<file path="config.mk">
export PLATFORM = sky130hd
export DESIGN_NAME = spi_dual_port
export DESIGN_NICKNAME = d
export VERILOG_FILES = /design/src/rtl/spi_dual_pkg.sv /design/src/rtl/spi_bit_sync.sv /design/src/rtl/spi_sck_timer.sv /design/src/rtl/spi_shift_engine.sv /design/src/rtl/spi_dual_port.sv
export SDC_FILE = /design/constraint.sdc
export NUM_CORES = 1
export LEC_CHECK = 0
export ABC_AREA = 1
export ABC_CLOCK_PERIOD_IN_PS = 3250
export BUFFER_PORTS_ARGS = -buffer_cell sky130_fd_sc_hd__buf_2
export CAP_MARGIN = 20
export CORE_MARGIN = 5
export CORE_UTILIZATION = 43
export DETAILED_ROUTE_END_ITERATION = 10
export GPL_ROUTABILITY_DRIVEN = 0
export PLACE_DENSITY = 0.63
export SYNTH_ARGS = -nofsm -noshare
export SYNTH_HDL_FRONTEND = slang
export SYNTH_SLANG_ARGS = --single-unit
</file>
<file path="constraint.sdc">
create_clock -name clk -period 3.25 [get_ports clk]
set_input_delay 0 -clock clk [delete_from_list [all_inputs] [get_ports clk]]
set_output_delay 0 -clock clk [all_outputs]
set_load 0.01 [all_outputs]
</file>
<file path="src/rtl/spi_dual_pkg.sv">
package spi_dual_pkg;

    localparam int unsigned XW     = 8;
    localparam int unsigned DIV_W  = 8;
    localparam int unsigned HALF_W = DIV_W + 2;
    localparam int unsigned BIT_W  = $clog2(XW);

    typedef enum logic [1:0] {ROLE_OFF, ROLE_MASTER, ROLE_SLAVE} role_e;
    typedef enum logic [2:0] {SRC_Q4, SRC_Q16, SRC_Q64, SRC_TMR, SRC_PROG} sck_src_e;

    typedef struct packed {
        role_e    role;
        logic     ss_gated;
        sck_src_e src;
    } mode_cfg_t;

    localparam logic [1:0] A_CTRL = 2'd0;
    localparam logic [1:0] A_DATA = 2'd1;
    localparam logic [1:0] A_DIV  = 2'd2;
    localparam logic [1:0] A_STAT = 2'd3;

    localparam int CB_EN   = 0;
    localparam int CB_CPOL = 1;
    localparam int CB_MLO  = 2;
    localparam int CB_WCOL = 6;
    localparam int CB_OVF  = 7;

    function automatic mode_cfg_t decode_mode(input logic [3:0] code);
        mode_cfg_t c;
        c.role     = ROLE_OFF;
        c.ss_gated = 1'b0;
        c.src      = SRC_Q4;
        case (code)
            4'b0000: c.role = ROLE_MASTER;
            4'b0001: begin c.role = ROLE_MASTER; c.src = SRC_Q16;  end
            4'b0010: begin c.role = ROLE_MASTER; c.src = SRC_Q64;  end
            4'b0011: begin c.role = ROLE_MASTER; c.src = SRC_TMR;  end
            4'b1010: begin c.role = ROLE_MASTER; c.src = SRC_PROG; end
            4'b0100: begin c.role = ROLE_SLAVE;  c.ss_gated = 1'b1; end
            4'b0101: c.role = ROLE_SLAVE;
            default: c.role = ROLE_OFF;
        endcase
        return c;
    endfunction

    // Clock cycles between successive SCK edges for the counter-based sources
    function automatic logic [HALF_W-1:0] half_period(input sck_src_e s,
                                                      input logic [DIV_W-1:0] d);
        logic [HALF_W-1:0] h;
        case (s)
            SRC_Q16:  h = HALF_W'(8);
            SRC_Q64:  h = HALF_W'(32);
            SRC_PROG: h = ({2'b00, d} + HALF_W'(1)) << 1;
            default:  h = HALF_W'(2);
        endcase
        return h;
    endfunction

endpackage

</file>
<file path="src/rtl/spi_bit_sync.sv">
module spi_bit_sync #(
    parameter int STAGES = 2
) (
    input  logic clk,
    input  logic rst,
    input  logic d,
    output logic q
);
    logic [STAGES-1:0] st_q;

    always_ff @(posedge clk) begin
        if (rst) st_q <= '0;
        else     st_q <= {st_q[STAGES-2:0], d};
    end

    assign q = st_q[STAGES-1];
endmodule

</file>
<file path="src/rtl/spi_sck_timer.sv">
module spi_sck_timer
    import spi_dual_pkg::*;
(
    input  logic             clk,
    input  logic             rst,
    input  logic             run,
    input  sck_src_e         src,
    input  logic [DIV_W-1:0] div_add,
    input  logic             tmr_match,
    output logic             tick
);
    logic [HALF_W-1:0] cnt_q;
    logic [HALF_W-1:0] half;
    logic              wrap;

    assign half = half_period(src, div_add);
    assign wrap = (cnt_q >= half - HALF_W'(1));

    always_comb begin
        if (!run)                tick = 1'b0;
        else if (src == SRC_TMR) tick = tmr_match;
        else                     tick = wrap;
    end

    always_ff @(posedge clk) begin
        if (rst || !run || src == SRC_TMR) cnt_q <= '0;
        else if (wrap)                     cnt_q <= '0;
        else                               cnt_q <= cnt_q + HALF_W'(1);
    end

    // with a steady divider the counter never passes the half period
    a_r4_cnt_bound: assert property (@(posedge clk) disable iff (rst)
        (run && $past(run) && src != SRC_TMR && $stable(div_add) && $stable(src))
            |-> cnt_q < half);
endmodule

</file>
<file path="src/rtl/spi_shift_engine.sv">
module spi_shift_engine
    import spi_dual_pkg::*;
(
    input  logic          clk,
    input  logic          rst,
    input  role_e         role,
    input  logic          ss_gated,
    input  logic          cpol,
    input  logic          tick,
    input  logic          load,
    input  logic [XW-1:0] load_data,
    input  logic          sdi_raw,
    input  logic          sck_s,
    input  logic          sdi_s,
    input  logic          ss_s,
    output logic          busy,
    output logic          done,
    output logic [XW-1:0] rx_data,
    output logic          sck_out,
    output logic          sdo_out,
    output logic          ss_block
);
    logic [XW-1:0]    sr_q;
    logic [BIT_W-1:0] cnt_q;
    logic             din_q, phase_q, busy_q, done_q, sck_prev_q;
    logic             sck_chg, lead_s, trail_s, last_bit;

    assign ss_block = ss_gated && ss_s;
    assign sck_chg  = sck_s ^ sck_prev_q;
    assign lead_s   = sck_chg && (sck_s != cpol);
    assign trail_s  = sck_chg && (sck_s == cpol);
    assign last_bit = (cnt_q == BIT_W'(XW - 1));

    always_ff @(posedge clk) begin
        if (rst) begin
            sr_q       <= '0;
            cnt_q      <= '0;
            din_q      <= 1'b0;
            phase_q    <= 1'b0;
            busy_q     <= 1'b0;
            done_q     <= 1'b0;
            sck_prev_q <= 1'b0;
        end else begin
            done_q     <= 1'b0;
            sck_prev_q <= sck_s;
            if (role == ROLE_OFF) begin
                busy_q  <= 1'b0;
                phase_q <= 1'b0;
                cnt_q   <= '0;
            end else if (load && !busy_q) begin
                sr_q    <= load_data;
                cnt_q   <= '0;
                phase_q <= 1'b0;
                busy_q  <= (role == ROLE_MASTER);
            end else if (role == ROLE_MASTER) begin
                if (busy_q && tick) begin
                    if (!phase_q) begin
                        phase_q <= 1'b1;
                        din_q   <= sdi_raw;
                    end else begin
                        phase_q <= 1'b0;
                        sr_q    <= {sr_q[XW-2:0], din_q};
                        cnt_q   <= cnt_q + BIT_W'(1);
                        if (last_bit) begin
                            busy_q <= 1'b0;
                            done_q <= 1'b1;
                        end
                    end
                end
            end else begin
                phase_q <= 1'b0;
                if (ss_block) begin
                    busy_q <= 1'b0;
                    cnt_q  <= '0;
                end else if (lead_s) begin
                    din_q  <= sdi_s;
                    busy_q <= 1'b1;
                end else if (trail_s && busy_q) begin
                    sr_q  <= {sr_q[XW-2:0], din_q};
                    cnt_q <= cnt_q + BIT_W'(1);
                    if (last_bit) begin
                        busy_q <= 1'b0;
                        done_q <= 1'b1;
                    end
                end
            end
        end
    end

    assign busy    = busy_q;
    assign done    = done_q;
    assign rx_data = sr_q;
    assign sck_out = cpol ^ phase_q;
    assign sdo_out = sr_q[XW-1];

    // an idle master sits at the idle clock level
    a_r5_idle_level: assert property (@(posedge clk) disable iff (rst)
        (role == ROLE_MASTER && !busy_q) |-> !phase_q);
    // a byte completes only after the full bit count
    a_r2_full_byte: assert property (@(posedge clk) disable iff (rst)
        done_q |-> (cnt_q == '0 && !busy_q));
    // a deselected gated slave holds no transfer
    a_r6_ss_hold: assert property (@(posedge clk) disable iff (rst)
        (role == ROLE_SLAVE && ss_block) |=> !busy_q);
    // an idle port drops any transfer
    a_r12_off_idle: assert property (@(posedge clk) disable iff (rst)
        (role == ROLE_OFF) |=> !busy_q);
endmodule

</file>
<file path="src/rtl/spi_dual_port.sv">
module spi_dual_port
    import spi_dual_pkg::*;
#(
    parameter int SYNC_STAGES = 2
) (
    input  logic       clk,
    input  logic       rst,
    input  logic       reg_wr,
    input  logic [1:0] reg_wr_addr,
    input  logic [7:0] reg_wr_data,
    input  logic       reg_rd,
    input  logic [1:0] reg_rd_addr,
    output logic [7:0] reg_rd_data,
    input  logic       tmr_match,
    input  logic       sck_i,
    output logic       sck_o,
    output logic       sck_oe,
    input  logic       sdi_i,
    output logic       sdo_o,
    output logic       sdo_oe,
    input  logic       ss_i
);
    localparam int NPIN = 3;

    logic          en_q, cpol_q, wcol_q, ovf_q, bf_q;
    logic [3:0]    mode_q;
    logic [XW-1:0]    buf_q;
    logic [DIV_W-1:0] div_q;

    mode_cfg_t cfg;
    role_e     role_eff;
    logic      ctrl_wr, data_wr, div_wr, rd_clr;
    logic      eng_busy, eng_done, eng_sck, eng_sdo, ss_block, tick;
    logic      collide, load, slave_full, bf_eff;
    logic [XW-1:0]   eng_rx;
    logic [NPIN-1:0] pin_raw, pin_s;

    assign cfg      = decode_mode(mode_q);
    assign role_eff = en_q ? cfg.role : ROLE_OFF;

    assign ctrl_wr = reg_wr && reg_wr_addr == A_CTRL;
    assign data_wr = reg_wr && reg_wr_addr == A_DATA;
    assign div_wr  = reg_wr && reg_wr_addr == A_DIV;
    assign rd_clr  = reg_rd && reg_rd_addr == A_DATA;

    assign collide    = data_wr && role_eff != ROLE_OFF && eng_busy;
    assign load       = data_wr && role_eff != ROLE_OFF && !eng_busy;
    assign bf_eff     = bf_q && !rd_clr;
    assign slave_full = eng_done && role_eff == ROLE_SLAVE && bf_eff;

    assign pin_raw = {ss_i, sdi_i, sck_i};
    for (genvar g = 0; g < NPIN; g++) begin : g_sync
        spi_bit_sync #(.STAGES(SYNC_STAGES)) u_sync (
            .clk (clk),
            .rst (rst),
            .d   (pin_raw[g]),
            .q   (pin_s[g])
        );
    end

    spi_sck_timer u_timer (
        .clk       (clk),
        .rst       (rst),
        .run       (role_eff == ROLE_MASTER && eng_busy),
        .src       (cfg.src),
        .div_add   (div_q),
        .tmr_match (tmr_match),
        .tick      (tick)
    );

    spi_shift_engine u_engine (
        .clk       (clk),
        .rst       (rst),
        .role      (role_eff),
        .ss_gated  (cfg.ss_gated),
        .cpol      (cpol_q),
        .tick      (tick),
        .load      (load),
        .load_data (reg_wr_data),
        .sdi_raw   (sdi_i),
        .sck_s     (pin_s[0]),
        .sdi_s     (pin_s[1]),
        .ss_s      (pin_s[2]),
        .busy      (eng_busy),
        .done      (eng_done),
        .rx_data   (eng_rx),
        .sck_out   (eng_sck),
        .sdo_out   (eng_sdo),
        .ss_block  (ss_block)
    );

    always_ff @(posedge clk) begin
        if (rst) begin
            en_q   <= 1'b0;
            cpol_q <= 1'b0;
            mode_q <= '0;
            div_q  <= '0;
            wcol_q <= 1'b0;
            ovf_q  <= 1'b0;
            bf_q   <= 1'b0;
            buf_q  <= '0;
        end else begin
            if (ctrl_wr) begin
                en_q   <= reg_wr_data[CB_EN];
                cpol_q <= reg_wr_data[CB_CPOL];
                mode_q <= reg_wr_data[CB_MLO +: 4];
            end
            if (div_wr) div_q <= reg_wr_data;
            wcol_q <= collide    | (wcol_q & ~(ctrl_wr & ~reg_wr_data[CB_WCOL]));
            ovf_q  <= slave_full | (ovf_q  & ~(ctrl_wr & ~reg_wr_data[CB_OVF]));
            if (eng_done && !slave_full) begin
                buf_q <= eng_rx;
                bf_q  <= 1'b1;
            end else if (rd_clr) begin
                bf_q  <= 1'b0;
            end
        end
    end

    always_comb begin
        case (reg_rd_addr)
            A_CTRL:  reg_rd_data = {ovf_q, wcol_q, mode_q, cpol_q, en_q};
            A_DATA:  reg_rd_data = buf_q;
            A_DIV:   reg_rd_data = div_q;
            default: reg_rd_data = {6'b0, eng_busy, bf_q};
        endcase
    end

    assign sck_o  = eng_sck;
    assign sck_oe = (role_eff == ROLE_MASTER);
    assign sdo_o  = eng_sdo;
    assign sdo_oe = (role_eff == ROLE_MASTER) || (role_eff == ROLE_SLAVE && !ss_block);

    // a write during shifting raises the collision flag
    a_r10_wcol_set: assert property (@(posedge clk) disable iff (rst)
        (data_wr && eng_busy && role_eff != ROLE_OFF) |=> wcol_q);
    // master completions never raise overflow
    a_r9_no_master_ovf: assert property (@(posedge clk) disable iff (rst)
        (eng_done && role_eff == ROLE_MASTER) |=> !$rose(ovf_q));
    // slave overrun keeps the old byte and flags it
    a_r8_keep_old: assert property (@(posedge clk) disable iff (rst)
        (eng_done && role_eff == ROLE_SLAVE && bf_q && !rd_clr) |=> (ovf_q && $stable(buf_q)));
    // flags persist unless software writes 0
    a_r11_wcol_sticky: assert property (@(posedge clk) disable iff (rst)
        (wcol_q && !(ctrl_wr && !reg_wr_data[CB_WCOL])) |=> wcol_q);
    a_r11_ovf_sticky: assert property (@(posedge clk) disable iff (rst)
        (ovf_q && !(ctrl_wr && !reg_wr_data[CB_OVF])) |=> ovf_q);
    // reading the data address empties the buffer when nothing arrives
    a_r7_bf_clear: assert property (@(posedge clk) disable iff (rst)
        (rd_clr && !eng_done) |=> !bf_q);
endmodule

</file>
# Word-level counts from Yosys, hierarchy flattened
# Cells that the tools add are included.
[word_totals] regBits=57 inputBits=20 output_inout_bits=12 wordCells=158
[classes] add_sub_neg=4 order_cmp=1 n_eq_ne=28 n_mux=44 n_bitwise=15 n_reduce_logical=47
[ops] operator="8-bit two-way mux" n=7
[ops] operator="10-bit case mux with 3 select lines" n=1
[ops] operator="1-bit two-way mux" n=26
[ops] operator="8-bit case mux with 3 select lines" n=1
[ops] operator="1-bit logical AND" n=19
[ops] operator="3-bit two-way mux" n=6
[ops] operator="3-bit case mux with 4 select lines" n=1
[ops] operator="6-bit AND reduction" n=2
[ops] operator="10-bit by 1-bit adder with 10-bit output (second input constant)" n=1
[ops] operator="10-bit greater-or-equal comparator" n=1
[ops] operator="10-bit by 1-bit subtractor with 10-bit output (second input constant)" n=1
[ops] operator="8-bit by 1-bit adder with 9-bit output (second input constant)" n=1
[ops] operator="4-bit by 2-bit equality test with 1-bit output (second input constant)" n=2
[ops] operator="4-bit by 3-bit equality test with 1-bit output (second input constant)" n=2
[ops] operator="1-bit NOT" n=7
[ops] operator="2-bit by 1-bit equality test with 1-bit output (second input constant)" n=3
[ops] operator="2-bit equality test (second input constant)" n=3
[ops] operator="3-bit by 2-bit equality test with 1-bit output (second input constant)" n=2
[ops] operator="3-bit equality test (second input constant)" n=2
[ops] operator="2-bit zero test" n=3
[ops] operator="3-bit by 1-bit inequality test with 1-bit output (second input constant)" n=2
[ops] operator="3-bit inequality test (second input constant)" n=2
[ops] operator="2-bit nonzero test" n=3
[ops] operator="3-bit nonzero test" n=2
[ops] operator="other kinds (24)" n=39

# Depth between registers and ports, before layout
[depth] depth_word=12 depth_mapped=28

# Cells and area by module
# Synthesis repeated with hierarchy kept, for this count alone.
[hier_totals] cells_unflattened=524 hier_area_um2=3435.8
[modules_own_cells] module="spi_dual_port" n_inst=1 cells_per_inst=182 area_per_inst_um2=1212.4
[modules_own_cells] module="spi_sck_timer" n_inst=1 cells_per_inst=167 area_per_inst_um2=1057.3
[modules_own_cells] module="spi_shift_engine" n_inst=1 cells_per_inst=157 area_per_inst_um2=1001.0
[modules_own_cells] module="spi_bit_sync" n_inst=3 cells_per_inst=6 area_per_inst_um2=55.1

# Worst setup path before layout
# OpenSTA, ideal clock, no wires.
[synth_timing] path_type="reg-to-reg" from="reg div_q[0]" to="reg u_engine.sr_q[7] (netlist: u_engine.rx_data[7])" setup_ns=0.113 t_arrival_ns=2.670 t_required_ns=3.137 path_slack_ns=0.467 stages_incl_launch_ff=25 path_buffers=1 period_less_slack_ns=2.783 path_cell_list="dfxtp_1 > ha_1 > or2_2 > nand3_1 > nand2_1 > nor2_1 > nand2_1 > nor2_1 > nand2_1 > nand2_1 > nand2_1 > ha_1 > nand2_1 > inv_1 > nand2_1 > nand2_1 > nor2_1 > nand3_2 > nand3_2 > nand2_4 > nand2_2 > nand2_4 > buf_8 > nor2_1 > nor2_1"
[synth_between] elab_chain_cells=9
[synth_lines] element="start, declared" line_no="spi_dual_port.sv:28" text="logic [DIV_W-1:0] div_q;"
[synth_lines] element="start signal, assigned" line_no="spi_dual_port.sv:108" text="if (div_wr) div_q <= reg_wr_data;"
[synth_lines] element="8-bit by 1-bit adder with 9-bit output" line_no="spi_dual_pkg.sv:53" text="SRC_PROG: h = ({2'b00, d} + HALF_W'(1)) << 1;"
[synth_lines] element="10-bit case mux with 3 select lines" line_no="spi_dual_pkg.sv:50" text="case (s)"
[synth_lines] element="10-bit by 1-bit subtractor with 10-bit output" line_no="spi_sck_timer.sv:17" text="assign wrap = (cnt_q >= half - HALF_W'(1));"
[synth_lines] element="10-bit greater-or-equal comparator" line_no="spi_sck_timer.sv:17"
[synth_lines] element="1-bit two-way mux" line_no="spi_sck_timer.sv:21" text="else if (src == SRC_TMR) tick = tmr_match;"
[synth_lines] element="1-bit two-way mux" line_no="spi_sck_timer.sv:20" text="if (!run) tick = 1'b0;"
[synth_lines] element="1-bit logical AND" line_no="spi_shift_engine.sv:56" text="if (busy_q && tick) begin"
[synth_lines] element="3-bit by 1-bit inequality test with 1-bit output (no line)"
[synth_lines] element="6-bit AND reduction (no line)"
[synth_lines] element="end signal, assigned" line_no="spi_shift_engine.sv:51" text="sr_q <= load_data;"
[synth_lines] element="end signal, assigned" line_no="spi_shift_engine.sv:62" text="sr_q <= {sr_q[XW-2:0], din_q};"
[synth_lines] element="end signal, assigned" line_no="spi_shift_engine.sv:79" text="sr_q <= {sr_q[XW-2:0], din_q};"
[synth_lines] element="end, declared" line_no="spi_shift_engine.sv:23" text="logic [XW-1:0] sr_q;"
# Every way passes these cells.
# A chain may end at the register's enable or synchronous reset.

# Worst setup path in the final report
[layout_timing] from="reg div_q[2]" to="reg u_engine.sr_q[5] (netlist: u_engine.rx_data[5])"
# Same word-level chain as after synthesis.

==> flow_summary.toml <==
[run_status]
status = "completed"

[floorplanning]
fp.dieH_um = 96.3
std_cell_rows = 31
ios = 32
dieArea_mm2 = 0.00927
core_mm2 = 0.00725
start_util = 0.441
dieWidth_um = 96.3

[global_routing]
grt_overflow = 0
track_usage = 0.182
antenna_found_initial = 0
grt_pass1_wl_um = 13100
grt_max_degree = 31
grt_pass1_vias = 2908

[worst_setup_path]
cp_max_fo = 8
critical-path-max-stage-delay_ns = 0.41
required_ns = 3.52
cp_slowest_cell = "dfxtp_1"
end_kind = "flop"
arrival_ns = 3.30
start_kind = "flop"
critical_path_class = "flop to flop"
crit_top_cell = "nand2_1"

[synthesis]
netlist_instances = 477
synth.distinct_cells = 31
synth_warnings = 0
synth_ff_type = "dfxtp_1"
synthesis.area_mm2 = 0.00320
synth.avg_cell_area_um2 = 6.71
synth-edff-count = 0
synth_seq_cells = 57
async_flop_share = 0
yosysSeqAreaShare = 0.356
syn_nets = 511

[clocking]
cts_buffer_depth = 2
clockRootBuffer = "clkbuf_8"
cts_max_level = 3
cts_buffers = 9
clock_latency_ns = 0.33
cts_tree = "built"
cts_sinks = 57
clkSlewWorstSetupHoldPaths_ns = 0.07

[final_layout]
area_delta_synth_final_pct = 22.4
antennaDiodeCount = 0
layout_commonest_cell = "nand2_1"
drive_gt1_frac = 0.180
mostFrequentLayoutCells = "nand2_1 (103), inv_1 (72), nor2_1 (60)"
nets = 563
final_util = 0.540

[routing]
drtIter0Drc = 160
final_antenna_net_count = 0
firstDrtPassIters = 5
viasPerCell = 4.88
vias = 3081
wl_um = 7920
wire_per_inst_um = 12.5
drc = 0

[power_and_ir_drop]
power_leakage_nw = 1.74
power_density_mw_per_mm2 = 430
power_w = 0.00169
ir_drop_mv = 0.180

[timing]
hold_viol_final = 0
slew_viol_final = 0
hold_slack_ns = 0.00471
tightest_slew_ns = 0.763
fin_skew_ns = 0.00623
fmax_ghz = 0.331
finalCriticalPeriod_ns = 3.02
setup_viol = 0
relSlewSlack = 0.491
min_period_over_period = 0.930

[placement]
port_buffers = 31
hpwlAfterDp_um = 5990

[run]
maxCapViolCount = 0

[hold_path]
hold_path.class = "primary input to flop"
==> logic make-up after synthesis <==
family,count (synthesis),synth area share
AND/OR/NAND/NOR,235,0.326
buffers and inverters,85,0.106
AO/OA/AOI/OAI,75,0.126
flip-flops,57,0.356
adder cells (fa/ha/maj),14,0.0547
XOR/XNOR,11,0.0301
==> power breakdown <==
| part | internal (W) | switching, W | total, W |
|---|---|---|---|
| Clock | 0.000491 | 0.000282 | 0.000774 |
| Combinational | 0.0000720 | 0.000110 | 0.000182 |
| Sequential | 0.000713 | 0.0000163 | 0.000730 |
==> critical path, delay by kind of cell (launching register included) <==
kind	cells	cell delay [ns]
buffers and inverters	1	0.04
and+or+nand+nor	23	2.21
adders and majority gates	1	0.28
DFF	1	0.41
==> state kept, by name (all words and copies together) (netlist names), 3 cells and up <==
register / count
u_timer.cnt_q: 10
buf_q: 8
div_q: 8
u_engine.rx_data: 8
g_sync.u_sync.st_q: 6
mode_q: 4
u_engine.cnt_q: 3
==> path summary, 6_finish.rpt <==
kind / slack, ns / endpoint / start / cells after the start
max reg2reg: 0.23 / u_engine.rx_data[5] / div_q[2] / 25
min: 0.005 / bf_q / reg_rd / 4
max: 0.23 / u_engine.rx_data[5] / div_q[2] / 25
min reg2reg: 0.40 / g_sync[2].u_sync.st_q[1] / g_sync[2].u_sync.st_q[0] / 2
==> repair_timing <==
item | 4_1_cts | 5_1_grt
endpoints found under the setup margin | 3 | 23
hold buffers | 9 | 0
gates cloned | 0 | 1
setup buffers | 0 | 8
pin swaps | 0 | 12
hold endpoints to repair | 11 | 0
resized for setup | 1 | 31
==> per-layer routing <==
metal  GRT usage  routed length [µm]  vias to the layer above
met5           0                   0                        -
met1       0.235                3740                     1380
met3      0.0328                 318                       13
met4      0.0713                 146                        0
li1            -                   -                     1624
met2       0.300                3720                       64
==> cells in the mapped netlist (3+ instances only) <==
cell type / instances / area (µm²)
o21ai_0: 30 / 150
nand3_1: 29 / 145
nand2_1: 107 / 402
nor2_2: 4 / 25.0
nand2_4: 3 / 33.8
nand3b_1: 3 / 22.5
or2_2: 3 / 18.8
o21ai_1: 5 / 25.0
inv_1: 75 / 282
nand4_1: 5 / 31.3
a21oi_1: 32 / 160
o221ai_1: 6 / 52.6
nor3_1: 5 / 25.0
nor2_1: 64 / 240
xor2_1: 7 / 61.3
nand2_2: 4 / 25.0
dfxtp_1: 57 / 1140
clkbuf_1: 6 / 22.5
xnor2_1: 4 / 35.0
ha_1: 14 / 175
==> layout make-up <==
class                      count  area [µm²]
clock buffer                  13         169
clock inverter                 2        60.1
fill                         752        3330
inverter                      76         288
multi-input combinational    336        1810
sequential                    57        1160
tap                           99         124
timing repair buffer          49         313
==> metrics by stage <==
| stage | area [µm²] | setup TNS (ns) | instances | setup WS, ns |
|---|---|---|---|---|
| after floorplan | 3200 | 0 | 477 | 0.467 |
| after global placement | 3440 | 0 | 599 | 0.0268 |
| after detailed placement | 3440 | -0.0591 | 599 | -0.0564 |
| after CTS | 3760 | 0 | 623 | 0.0147 |
| after global routing | 3920 | -0.153 | 632 | -0.0478 |
| final | 3920 | 0 | 632 | 0.226 |
Power figures use the tool's default switching activity.
